### config.mk
export PLATFORM = sky130hd
export DESIGN_NAME = f2i_trunc
export DESIGN_NICKNAME = d
export VERILOG_FILES = /design/src/rtl/f2i_pkg.sv /design/src/rtl/f2i_unpack.sv /design/src/rtl/f2i_align.sv /design/src/rtl/f2i_resolve.sv /design/src/rtl/f2i_trunc.sv
export SDC_FILE = /design/constraint.sdc
export NUM_CORES = 1
export LEC_CHECK = 0
export BUFFER_PORTS_ARGS = -buffer_cell sky130_fd_sc_hd__buf_2
export CAP_MARGIN = 40
export CORE_UTILIZATION = 50
export CTS_CLUSTER_DIAMETER = 30
export DETAILED_ROUTE_END_ITERATION = 12
export PLACE_DENSITY = 0.71
export SLEW_MARGIN = 20
export SYNTH_ARGS = -nofsm -noshare
export SYNTH_HDL_FRONTEND = slang
export SYNTH_SLANG_ARGS = --single-unit
export TNS_END_PERCENT = 50
### constraint.sdc
create_clock -name clk -period 5.3 [get_ports clk]
set_input_delay 0.795 -clock clk [delete_from_list [all_inputs] [get_ports clk]]
set_output_delay 0.795 -clock clk [all_outputs]
set_load 0.1 [all_outputs]
### src/rtl/f2i_pkg.sv
package f2i_pkg;

    parameter int EXP_W = 8;
    parameter int MAN_W = 23;
    parameter int INT_W = 32;
    parameter int BIAS  = (1 << (EXP_W - 1)) - 1;

    localparam int FP_W   = 1 + EXP_W + MAN_W;
    localparam int WIDE_W = MAN_W + INT_W;

    typedef enum logic [2:0] {
        CLS_ZERO,
        CLS_SUBN,
        CLS_NORM,
        CLS_INF,
        CLS_NAN
    } op_class_e;

    typedef struct packed {
        logic             sign;
        logic [EXP_W-1:0] expo;
        logic [MAN_W-1:0] frac;
    } fp_word_t;

    typedef struct packed {
        logic invalid;
        logic inexact;
    } cvt_flags_t;

    typedef struct packed {
        logic [INT_W-1:0] value;
        cvt_flags_t       flags;
    } cvt_res_t;

    function automatic logic [INT_W-1:0] sat_code(input logic neg);
        return neg ? {1'b1, {(INT_W-1){1'b0}}} : {1'b0, {(INT_W-1){1'b1}}};
    endfunction

endpackage

### src/rtl/f2i_unpack.sv
module f2i_unpack
    import f2i_pkg::*;
(
    input  logic [FP_W-1:0] word,
    output fp_word_t        fields,
    output op_class_e       cls
);
    always_comb begin
        fields = fp_word_t'(word);
        if (&fields.expo)
            cls = (|fields.frac) ? CLS_NAN : CLS_INF;
        else if (fields.expo == '0)
            cls = (|fields.frac) ? CLS_SUBN : CLS_ZERO;
        else
            cls = CLS_NORM;
    end
endmodule

### src/rtl/f2i_align.sv
module f2i_align
    import f2i_pkg::*;
(
    input  logic [EXP_W-1:0] expo,
    input  logic [MAN_W-1:0] frac,
    output logic [INT_W-1:0] mag,
    output logic             lost,
    output logic             too_big,
    output logic             at_min
);
    localparam logic [EXP_W:0] BIAS_E = (EXP_W+1)'(BIAS);
    localparam logic [EXP_W:0] LIM_E  = (EXP_W+1)'(BIAS + INT_W - 1);

    logic [EXP_W:0]  ext_exp;
    logic [EXP_W:0]  sh;
    logic [WIDE_W-1:0] wide;

    always_comb begin
        ext_exp = {1'b0, expo};
        sh      = ext_exp - BIAS_E;
        wide    = '0;
        mag     = '0;
        lost    = 1'b0;
        too_big = 1'b0;
        at_min  = 1'b0;
        if (ext_exp < BIAS_E) begin
            lost = 1'b1;
        end else if (ext_exp >= LIM_E) begin
            too_big = 1'b1;
            at_min  = (ext_exp == LIM_E) && (frac == '0);
        end else begin
            wide = WIDE_W'({1'b1, frac}) << sh;
            mag  = wide[MAN_W +: INT_W];
            lost = |wide[MAN_W-1:0];
        end
    end
endmodule

### src/rtl/f2i_resolve.sv
module f2i_resolve
    import f2i_pkg::*;
(
    input  op_class_e        cls,
    input  logic             sign,
    input  logic [INT_W-1:0] mag,
    input  logic             lost,
    input  logic             too_big,
    input  logic             at_min,
    output cvt_res_t         res
);
    logic raw_inexact;

    always_comb begin
        res.value         = '0;
        res.flags.invalid = 1'b0;
        raw_inexact       = 1'b0;
        unique case (cls)
            CLS_NAN:  res.flags.invalid = 1'b1;
            CLS_INF: begin
                res.value         = sat_code(sign);
                res.flags.invalid = 1'b1;
            end
            CLS_SUBN: raw_inexact = 1'b1;
            CLS_NORM: begin
                if (too_big) begin
                    res.value         = sat_code(sign);
                    res.flags.invalid = !(sign && at_min);
                end else begin
                    res.value   = sign ? ('0 - mag) : mag;
                    raw_inexact = lost;
                end
            end
            default: ;
        endcase
        // invalid outcome masks inexact
        res.flags.inexact = raw_inexact && !res.flags.invalid;
    end
endmodule

### src/rtl/f2i_trunc.sv
module f2i_trunc
    import f2i_pkg::*;
(
    input  logic             clk,
    input  logic             rst,
    input  logic             in_valid,
    input  logic [FP_W-1:0]  in_data,
    output logic             out_valid,
    output logic [INT_W-1:0] out_int,
    output logic             out_invalid,
    output logic             out_inexact,
    output logic             out_status
);
    fp_word_t         fields;
    op_class_e        cls;
    logic [INT_W-1:0] mag;
    logic             lost, too_big, at_min;
    cvt_res_t         res;
    cvt_res_t         res_q;
    logic             vld_q;

    f2i_unpack u_unpack (
        .word   (in_data),
        .fields (fields),
        .cls    (cls)
    );

    f2i_align u_align (
        .expo    (fields.expo),
        .frac    (fields.frac),
        .mag     (mag),
        .lost    (lost),
        .too_big (too_big),
        .at_min  (at_min)
    );

    f2i_resolve u_resolve (
        .cls     (cls),
        .sign    (fields.sign),
        .mag     (mag),
        .lost    (lost),
        .too_big (too_big),
        .at_min  (at_min),
        .res     (res)
    );

    always_ff @(posedge clk) begin
        if (rst) begin
            vld_q <= 1'b0;
            res_q <= '0;
        end else begin
            vld_q <= in_valid;
            if (in_valid)
                res_q <= res;
        end
    end

    assign out_valid   = vld_q;
    assign out_int     = res_q.value;
    assign out_invalid = res_q.flags.invalid;
    assign out_inexact = res_q.flags.inexact;
    assign out_status  = res_q.flags.invalid | res_q.flags.inexact;

    localparam logic [INT_W-1:0] MAX_POS = {1'b0, {(INT_W-1){1'b1}}};
    localparam logic [INT_W-1:0] MIN_NEG = {1'b1, {(INT_W-1){1'b0}}};

    p_strobe_r9: assert property (@(posedge clk) disable iff (rst)
        in_valid |=> out_valid);
    p_idle_r9: assert property (@(posedge clk) disable iff (rst)
        !in_valid |=> !out_valid);
    p_reset_r9: assert property (@(posedge clk)
        rst |=> (!out_valid && out_int == '0 && !out_status));
    p_flag_excl_r3: assert property (@(posedge clk) disable iff (rst)
        out_valid |-> !(out_invalid && out_inexact));
    p_summary_r4: assert property (@(posedge clk) disable iff (rst)
        out_valid |-> (out_status == (out_invalid || out_inexact)));
    p_nan_zero_r2: assert property (@(posedge clk) disable iff (rst)
        (in_valid && (&in_data[FP_W-2 -: EXP_W]) && (|in_data[MAN_W-1:0]))
        |=> (out_int == '0 && out_invalid));
    p_sat_code_r5: assert property (@(posedge clk) disable iff (rst)
        (out_valid && out_invalid && out_int != '0)
        |-> (out_int == MAX_POS || out_int == MIN_NEG));
    p_zero_quiet_r8: assert property (@(posedge clk) disable iff (rst)
        (in_valid && in_data[FP_W-2:0] == '0)
        |=> (out_int == '0 && !out_status));
endmodule

# ---- Word level (Yosys, flattened, before mapping)
# Index checks and enable logic that the tools add are counted.
dict set report classes {
  addsub 2
  n_lt_le_gt_ge 2
  n_eq_ne 5
  n_shift 1
  n_mux 20
  bitwise 1
  n_reduce_logical 11
}
# op count
set op_table {}
lappend op_table {{$mux 32} 5}
lappend op_table {{$pmux 32 s2} 1}
lappend op_table {{$shl 24x9->55} 1}
lappend op_table {{$reduce_or 23->1} 2}
lappend op_table {{$sub 1x32->32 const A} 1}
lappend op_table {{$logic_not 23->1} 1}
lappend op_table {{$mux 1} 9}
lappend op_table {{$mux 3} 3}
lappend op_table {{$sub 8x7->9 const B} 1}
lappend op_table {{$eq 8x8->1 const B} 1}
lappend op_table {{$ge 8x8->1 const B} 1}
lappend op_table {{$logic_not 8->1} 1}
lappend op_table {{$lt 8x7->1 const B} 1}
lappend op_table {{$reduce_and 8->1} 1}
lappend op_table {{$eq 3x2->1 const B} 2}
lappend op_table {{$pmux 1 s2} 2}
lappend op_table {{$eq 3x1->1 const B} 1}
lappend op_table {{$eq 3x3->1 const B} 1}
lappend op_table {{$logic_and 1x1->1} 3}
lappend op_table {{$logic_not 1->1} 2}
lappend op_table {{$reduce_or 2->1} 1}
lappend op_table {{$or 1x1->1} 1}
dict set report totals {
  reg_bits 35
  inputBits 35
}

# ---- Logic depth before layout (Yosys ltp)
# Gate-level depths: netlist (run 1).
dict set report depth {
  ltp_word 10
  ltp_mapped 17
  ltp_nobuf 12
}

# ---- Hierarchy
# A second synthesis (run 1) with hierarchy kept.
dict set report hier_totals {
  cells_unflattened 673
  hier_area_um2 5161.2
}
# module instances cells_each area_each_um2
set by_module_without_submodules {}
lappend by_module_without_submodules {f2i_align 1 328 2337.2}
lappend by_module_without_submodules {f2i_trunc 1 113 1272.5}
lappend by_module_without_submodules {f2i_resolve 1 182 1196.1}
lappend by_module_without_submodules {f2i_unpack 1 50 355.3}

# ---- Worst setup path after synthesis (run 1)
# OpenSTA, ideal clock, no wires.
dict set report synth_path {
  path_type {input to register}
  startpoint {input port in_data[23]}
  endpoint {register res_q (netlist bit out_int[17])}
  setup_ns 0.132
  arrival_time_ns 3.910
  required_ns 5.168
  setup_slack_ns 1.258
  path_stages 13
  cell_sequence {buf_6 > inv_2 > ha_1 > buf_2 > mux4_2 > a221oi_1 > o22a_2 > o2111a_2 > nand4_2 > buf_6 > o41ai_2 > xor2_1 > a21oi_1}
}
dict set report synth_between {
  elab_chain_cells 8
  word_cells_on_any_way 18
}
# element line
set synth_rtl {}
lappend synth_rtl {{from (decl)} f2i_trunc.sv:7} ;# input logic [FP_W-1:0] in_data,
lappend synth_rtl {{$sub 8x7->9} f2i_align.sv:20} ;# sh = ext_exp - BIAS_E;
lappend synth_rtl {{$shl 24x9->55} f2i_align.sv:32} ;# wide = WIDE_W'({1'b1, frac}) << sh;
lappend synth_rtl {{$mux 32} f2i_align.sv:28} ;# end else if (ext_exp >= LIM_E) begin
lappend synth_rtl {{$mux 32} f2i_align.sv:26} ;# if (ext_exp < BIAS_E) begin
lappend synth_rtl {{$sub 1x32->32} f2i_resolve.sv:30} ;# res.value = sign ? ('0 - mag) : mag;
lappend synth_rtl {{$mux 32} f2i_resolve.sv:30}
lappend synth_rtl {{$mux 32} f2i_resolve.sv:26} ;# if (too_big) begin
lappend synth_rtl {{$pmux 32 s2 *} f2i_resolve.sv:18} ;# unique case (cls)
lappend synth_rtl {{to (signal assigned)} f2i_trunc.sv:54} ;# res_q <= res;
lappend synth_rtl {{to (decl)} f2i_trunc.sv:19} ;# cvt_res_t res_q;
# Mark *: on every way between the ends. The rest lies on a longest branch, timed or not.
# A chain may end at the register's enable or synchronous reset.

# ---- Final worst setup path (run 1)
dict set report layout_path {
  startpoint {input port in_data[23]}
  endpoint {register res_q (netlist bit out_int[31])}
}
# Same word-level chain as after synthesis.

==> results of run 1 <==
==> per-stage QoR <==
stage	cell area, um^2	hold WS, ps	instances	total power [uW]
CTS	5690	490	866	1350
detailed placement	5580	476	858	1100
global route	5690	514	866	1430
floorplan	5140	913	683	909
global placement	5550	462	855	1090
finish	5690	487	866	1370
==> power by group through the flow <==
| stage | Clock, uW | Combinational [uW] | Sequential [uW] |
|---|---|---|---|
| after global routing | 264 | 865 | 302 |
| after global placement | 0 | 791 | 302 |
| after detailed placement | 0 | 795 | 304 |
| after CTS | 250 | 800 | 298 |
| final | 251 | 820 | 298 |
| after floorplan | 0 | 434 | 475 |
==> area by class of cell <==
class / instances / area [um^2]
fill: 981 / 4170
multi-input combinational: 576 / 4070
sequential: 35 / 701
timing repair buffer: 99 / 582
tap: 133 / 166
clock buffer: 5 / 68.8
inverter: 15 / 56.3
clock inverter: 3 / 43.8
==> registers in the layout, indices dropped and copies added (netlist names) <==
| register | flops |
|---|---|
| out_invalid | 1 |
| out_inexact | 1 |
| out_valid | 1 |
| out_int | 32 |
==> worst min path at each step <==
stage                       startpoint                       to  slack, ps  depth (start not counted)
3_3_place_gp   out_int[0]$_SDFFE_PP0P_  out_int[0]$_SDFFE_PP0P_        460                          2
5_1_grt        out_int[3]$_SDFFE_PP0P_  out_int[3]$_SDFFE_PP0P_        510                          2
3_5_place_dp   out_int[3]$_SDFFE_PP0P_  out_int[3]$_SDFFE_PP0P_        480                          2
4_1_cts        out_int[3]$_SDFFE_PP0P_  out_int[3]$_SDFFE_PP0P_        490                          2
2_1_floorplan  out_int[0]$_SDFFE_PP0P_  out_int[0]$_SDFFE_PP0P_        910                          2
6_report       out_int[4]$_SDFFE_PP0P_  out_int[4]$_SDFFE_PP0P_        490                          2
==> worst min-delay path: cells and delay by family, from the launching register on <==
family | cells | cell delay (ps)
flops | 1 | 310
simple gates | 1 | 80
compound gates | 1 | 50
==> layer usage <==
layer,vias up,global-route usage (%),wire [um]
met5,-,0,0
met2,412,58.5,8660
met3,50,7.53,2180
li1,2731,-,-
met1,2875,54.4,8400
met4,0,12.9,600
==> cells by family after synthesis <==
group	Yosys count	synth area share [%]
buffers and inverters	72	7.23
muxes	59	15.8
xor gates and xnor gates	33	6.14
DFF	35	13.6
and+or+nand+nor	234	22.9
adders and majority gates	3	0.731
AOI/OAI and AO/OA	247	33.6
==> placed cells by master (no fill, tap or decap), types with 4 or more instances in the layout <==
master / n
and3_1: 7
a31oi_1: 15
o21a_1: 7
nand3_1: 25
and2_1: 6
xor2_1: 21
or3_1: 4
a21oi_1: 53
nor4_1: 11
o32ai_1: 4
buf_4: 26
clkbuf_8: 5
a21boi_0: 4
buf_2: 71
o31a_1: 4
o31ai_1: 12
o211ai_1: 5
dfxtp_1: 35
a211oi_1: 14
nand2_1: 61
mux2i_1: 29
nand2b_1: 6
inv_1: 12
nor2_1: 52
mux2_2: 13
o32a_1: 4
nor2b_1: 9
or2_2: 5
o21ai_0: 57
nor3_1: 23
a221oi_1: 4
nand4_1: 7
xnor2_1: 9
mux4_2: 16
o21ai_1: 5
==> impl_metrics.env, run 1 <==
export IMPL_status="finished, final reports clean"
export IMPL_rsz0062_at_grt="no"
export IMPL_max_cap_violations=0
export IMPL_end_kind="flip-flop"
export IMPL_cp_arrival_ps=4670
export IMPL_drive_above_1_share_pct=23.1
export IMPL_drc=0
export IMPL_cp_slowest_cell="a211oi_1"
export IMPL_clk_latency_ps=290
export IMPL_core_um2=9860
export IMPL_synthTopCellsByArea="dfxtp_1 14%, mux4_2 7.0%, mux2i_1 5.7%"
export IMPL_cts_tree="built"
export IMPL_fmax_mhz=223
export IMPL_dr_pass1_iters=5
export IMPL_yosys_top_cells_count="61 x nand2_1, 57 x o21ai_0, 53 x a21oi_1"
export IMPL_die_h_um=103
export IMPL_power_density_nw_per_um2=241
export IMPL_grt_overflow=0
export IMPL_port_buffers=70
export IMPL_post_route_min_period_ps=4480
export IMPL_synth_most_common_cell="nand2_1"
export IMPL_cts_resized=0
export IMPL_cpPeakStageDelay_ps=490
export IMPL_antenna_found_initial=0
export IMPL_diodes=0
export IMPL_synth_distinct_cells=87
export IMPL_cts_setup_buffers=0
export IMPL_ctsHtreeMaxLevel=2
export IMPL_nNetsFinal=770
export IMPL_grt_pass1_vias=5541
export IMPL_r2r_end="out_int[31]$_SDFFE_PP0P_"
export IMPL_ctsHoldBuffers=0
export IMPL_ir_drop_uv=179
export IMPL_hold_viol=0
export IMPL_dpl_hpwl_um=15300
export IMPL_dr_first_iter_drc_count=704
export IMPL_seq_power_share_pct=21.8
export IMPL_yosys_area_top_type="dfxtp_1"
export IMPL_fin_skew_ps=0
export IMPL_final_util_pct=57.7
export IMPL_ys_flop_type="dfxtp_1"
export IMPL_yosysSeqAreaShare_pct=13.6
export IMPL_required_ps=5490
export IMPL_syn_nets=721
export IMPL_crit_fanout=46
export IMPL_finalSetupViolations=0
export IMPL_fin_crit_sh_pct=84.5
export IMPL_routed_wl_um=19800
export IMPL_power_frac_comb_pct=59.9
export IMPL_synth_edff_count=0
export IMPL_critPathKind="primary input to flip-flop"
export IMPL_p_sw_uw=697
export IMPL_worst_pin_slew_ps=852
export IMPL_power_leakage_uw=0.00229
export IMPL_drv_slew=0
export IMPL_vias=6068
export IMPL_p_int_uw=672
export IMPL_synthToLayoutAreaGrowth_pct=10.8
export IMPL_worstSetupEndpoint="out_int[31]$_SDFFE_PP0P_"
export IMPL_cts_sinks=35
export IMPL_wl_per_cell_um=22.9
export IMPL_root_buffer="clkbuf_8"
export IMPL_slew_headroom_pct=42.6
export IMPL_ys_warn_count=0
export IMPL_reg2reg_from="out_int[31]$_SDFFE_PP0P_"
export IMPL_numCtsBuffers=5
export IMPL_reg2reg_slack_ps=4280
export IMPL_pre_cts_slack_ps=662
export IMPL_dieArea_um2=10700
export IMPL_switching_share_pct=50.9
export IMPL_clock_path_buffers=2
export IMPL_startpoint="in_data[23]"
export IMPL_place_gp_congestion=1.03
export IMPL_pwr_share_clk_pct=18.3
export IMPL_critPathTopFamily="compound AO/OA/AOI/OAI gates"
export IMPL_cp_num_cells=14
export IMPL_netlist_instances=683
export IMPL_synth_top_area_share_pct=13.6
export IMPL_cpMostUsedCell="buf_4"
export IMPL_ys_ff_latch=35
export IMPL_min_path_type="flip-flop to flip-flop"
export IMPL_cp_start_kind="primary input"
export IMPL_via_per_inst=7.01
export IMPL_clk_pin_slew_ps=80
export IMPL_pin_count=71
export IMPL_syn_area_um2=5140
export IMPL_initial_utilization_pct=52.1
export IMPL_setup_tns_ps=0
export IMPL_path_cells="buf_2 -> buf_4 -> and3_1 -> xnor2_4 -> mux2_2 -> a211oi_1 -> a31oi_1 -> buf_4 -> o2111a_2 -> nand4_2 -> buf_4 -> nor3_1 -> xor2_1 -> a41o_1"
export IMPL_drtAntennaViolNets=0
export IMPL_fin_ws_ps=823
export IMPL_grt_first_pass_wirelength_um=31300
export IMPL_r2r_cells=4
export IMPL_row_count=36
export IMPL_crit_buf_inv=4
export IMPL_grt_max_degree=49
export IMPL_track_usage_pct=38.6
export IMPL_async_flop_share_pct=0
export IMPL_syn_avg_cell_area_um2=7.52
export IMPL_die_w_um=103
Power figures use the tool's default switching activity.
==> run 2, diff against run 1 <==
clock period = 4.4 ns   (was 5.3 ns; I/O delays follow)
==> run 2 against run 1 <==
Non-clock buffer count grew 20; combinational power grew 24%; sequential share of layout area shrank 0.40 points; clock power grew 22%; global-route usage shrank 0.55 points; clock-buffer cell count is the same; power grew 23%; flip-flop and latch count is the same.
==> impl_metrics.env, run 2 (synthesis results as in run 1) <==
export IMPL_crit_fanout=22
export IMPL_clk_latency_ps=300
export IMPL_required_ps=4600
export IMPL_grt_overflow=0
export IMPL_cp_arrival_ps=4420
export IMPL_diodes=0
export IMPL_routed_wl_um=20300
export IMPL_cts_sinks=35
export IMPL_rsz0062_at_grt="no"
export IMPL_drv_slew=0
export IMPL_hold_slack_ps=489
export IMPL_slew_headroom_pct=45.1
export IMPL_r2r_end="out_int[31]$_SDFFE_PP0P_"
export IMPL_port_buffers=70
export IMPL_pin_count=71
export IMPL_die_h_um=103
export IMPL_clock_path_buffers=2
export IMPL_synthToLayoutAreaGrowth_pct=14.5
export IMPL_row_count=36
export IMPL_via_per_inst=7.04
export IMPL_drive_above_1_share_pct=25.4
export IMPL_fin_skew_ps=0
export IMPL_dp_cells=878
export IMPL_ctsHoldBuffers=0
export IMPL_dieArea_um2=10700
export IMPL_track_usage_pct=38.0
export IMPL_dr_pass1_iters=5
export IMPL_largest_reg_flops=32
export IMPL_antenna_found_initial=0
export IMPL_clk_pin_slew_ps=80
export IMPL_place_gp_congestion=1.03
export IMPL_cp_start_kind="primary input"
export IMPL_min_path_type="flip-flop to flip-flop"
export IMPL_nNetsFinal=790
export IMPL_numCtsBuffers=5
export IMPL_dpl_hpwl_um=15800
export IMPL_grt_first_pass_wirelength_um=30800
export IMPL_worst_pin_slew_ps=823
export IMPL_critPathKind="primary input to flip-flop"
export IMPL_wl_per_cell_um=22.9
export IMPL_cts_tree="built"
export IMPL_dr_first_iter_drc_count=633
export IMPL_vias=6238
export IMPL_end_kind="flip-flop"
export IMPL_ir_drop_uv=235
export IMPL_initial_utilization_pct=52.1
export IMPL_drc=0
export IMPL_mostFrequentLayoutCells="72 x buf_2, 61 x nand2_1, 57 x o21ai_0"
export IMPL_min_path_cells=2
export IMPL_die_w_um=103
export IMPL_fin_crit_sh_pct=95.8
export IMPL_grt_max_degree=44
export IMPL_fmax_mhz=237
export IMPL_r2r_cells=4
export IMPL_hold_path_end="out_int[1]$_SDFFE_PP0P_"
export IMPL_core_um2=9860
export IMPL_reg2reg_from="out_int[31]$_SDFFE_PP0P_"
export IMPL_power_density_nw_per_um2=287
export IMPL_status="finished, final reports clean"
export IMPL_reg2reg_slack_ps=3300
export IMPL_max_cap_violations=0
export IMPL_hold_start="out_int[1]$_SDFFE_PP0P_"
export IMPL_root_buffer="clkbuf_8"
export IMPL_grt_pass1_vias=5588
export IMPL_finalSetupViolations=0
export IMPL_power_leakage_uw=0.00240
export IMPL_hold_viol=0
export IMPL_layout_commonest_cell="buf_2"
export IMPL_drtAntennaViolNets=0
export IMPL_ctsHtreeMaxLevel=2
export IMPL_post_route_min_period_ps=4220
export IMPL_instances_no_fill=886
[run 2: cell count changes in the layout (fill, tap and decap cells not counted)]
cell / before / now
buf_4: 26 / 43
buf_12: 1 / 4
buf_2: 71 / 72
buf_6: 1 / 0
nor2_1: 52 / 51
nor2_2: 0 / 1
o41ai_1: 3 / 2
o41ai_2: 2 / 3
[run 2: where the power goes]
| group | internal, uW | leakage, uW | total (uW) | switching (uW) |
|---|---|---|---|---|
| logic | 321 | 0.00205 | 1020 | 702 |
| registers | 345 | 0.000290 | 360 | 15.0 |
| clock network | 169 | 0.0000581 | 305 | 136 |
[run 2: worst max-delay path, stage by stage]
cell and delay (ps):
buf_2 120, buf_4 160, ha_1 300, xor2_2 530
buf_12 240, mux4_2 320, a22oi_1 130, o21ai_0 380
o21ai_0 220, or4_1 560, nand2b_1 170, nor3_1 270
xor2_1 110, a41o_1 240
[run 2: per-layer routing]
metal	share of wire (%)	track usage, %
met5	0	0
met1	42	51.6
met3	11	7.33
met4	3.7	15.1
met2	44	59.2
[run 2: timing repair]
action	in CTS	in global routing
setup buffers	0	0
gates resized for setup	0	1
setup endpoints to repair	0	1
[run 2: how the worst max path moves through the flow]
| stage | startpoint | end | cells past startpoint |
|---|---|---|---|
| after floorplan | in_data[23] | out_int[17]$_SDFFE_PP0P_ | 13 |
| after global placement | in_data[24] | out_int[11]$_SDFFE_PP0P_ | 15 |
| after detailed placement | in_data[24] | out_int[11]$_SDFFE_PP0P_ | 15 |
| after CTS | in_data[24] | out_int[11]$_SDFFE_PP0P_ | 15 |
| after global routing | in_data[23] | out_int[31]$_SDFFE_PP0P_ | 14 |
| final | in_data[23] | out_int[31]$_SDFFE_PP0P_ | 14 |
[run 2: area by class of cell]
type,count,area (um^2)
clock inverters,3,43.8
repair buffers,119,763
flip-flops and latches,35,701
multi-input cells,576,4080
inverters,15,56.3
clock buffers,5,68.8
fillers,920,3980
well taps,133,166
[run 2: stage by stage]
stage | worst slack (ps) | instance area, um^2 | util, % | power, uW | setup TNS [ps]
after global routing | 90.0 | 5880 | 59.6 | 1750 | 0
after detailed placement | -17.0 | 5760 | 58.4 | 1360 | -17.0
after CTS | 259 | 5870 | 59.6 | 1660 | 0
final | 185 | 5880 | 59.6 | 1690 | 0
after floorplan | 493 | 5140 | - | 1090 | 0
after global placement | -47.8 | 5750 | 58.3 | 1350 | -47.8
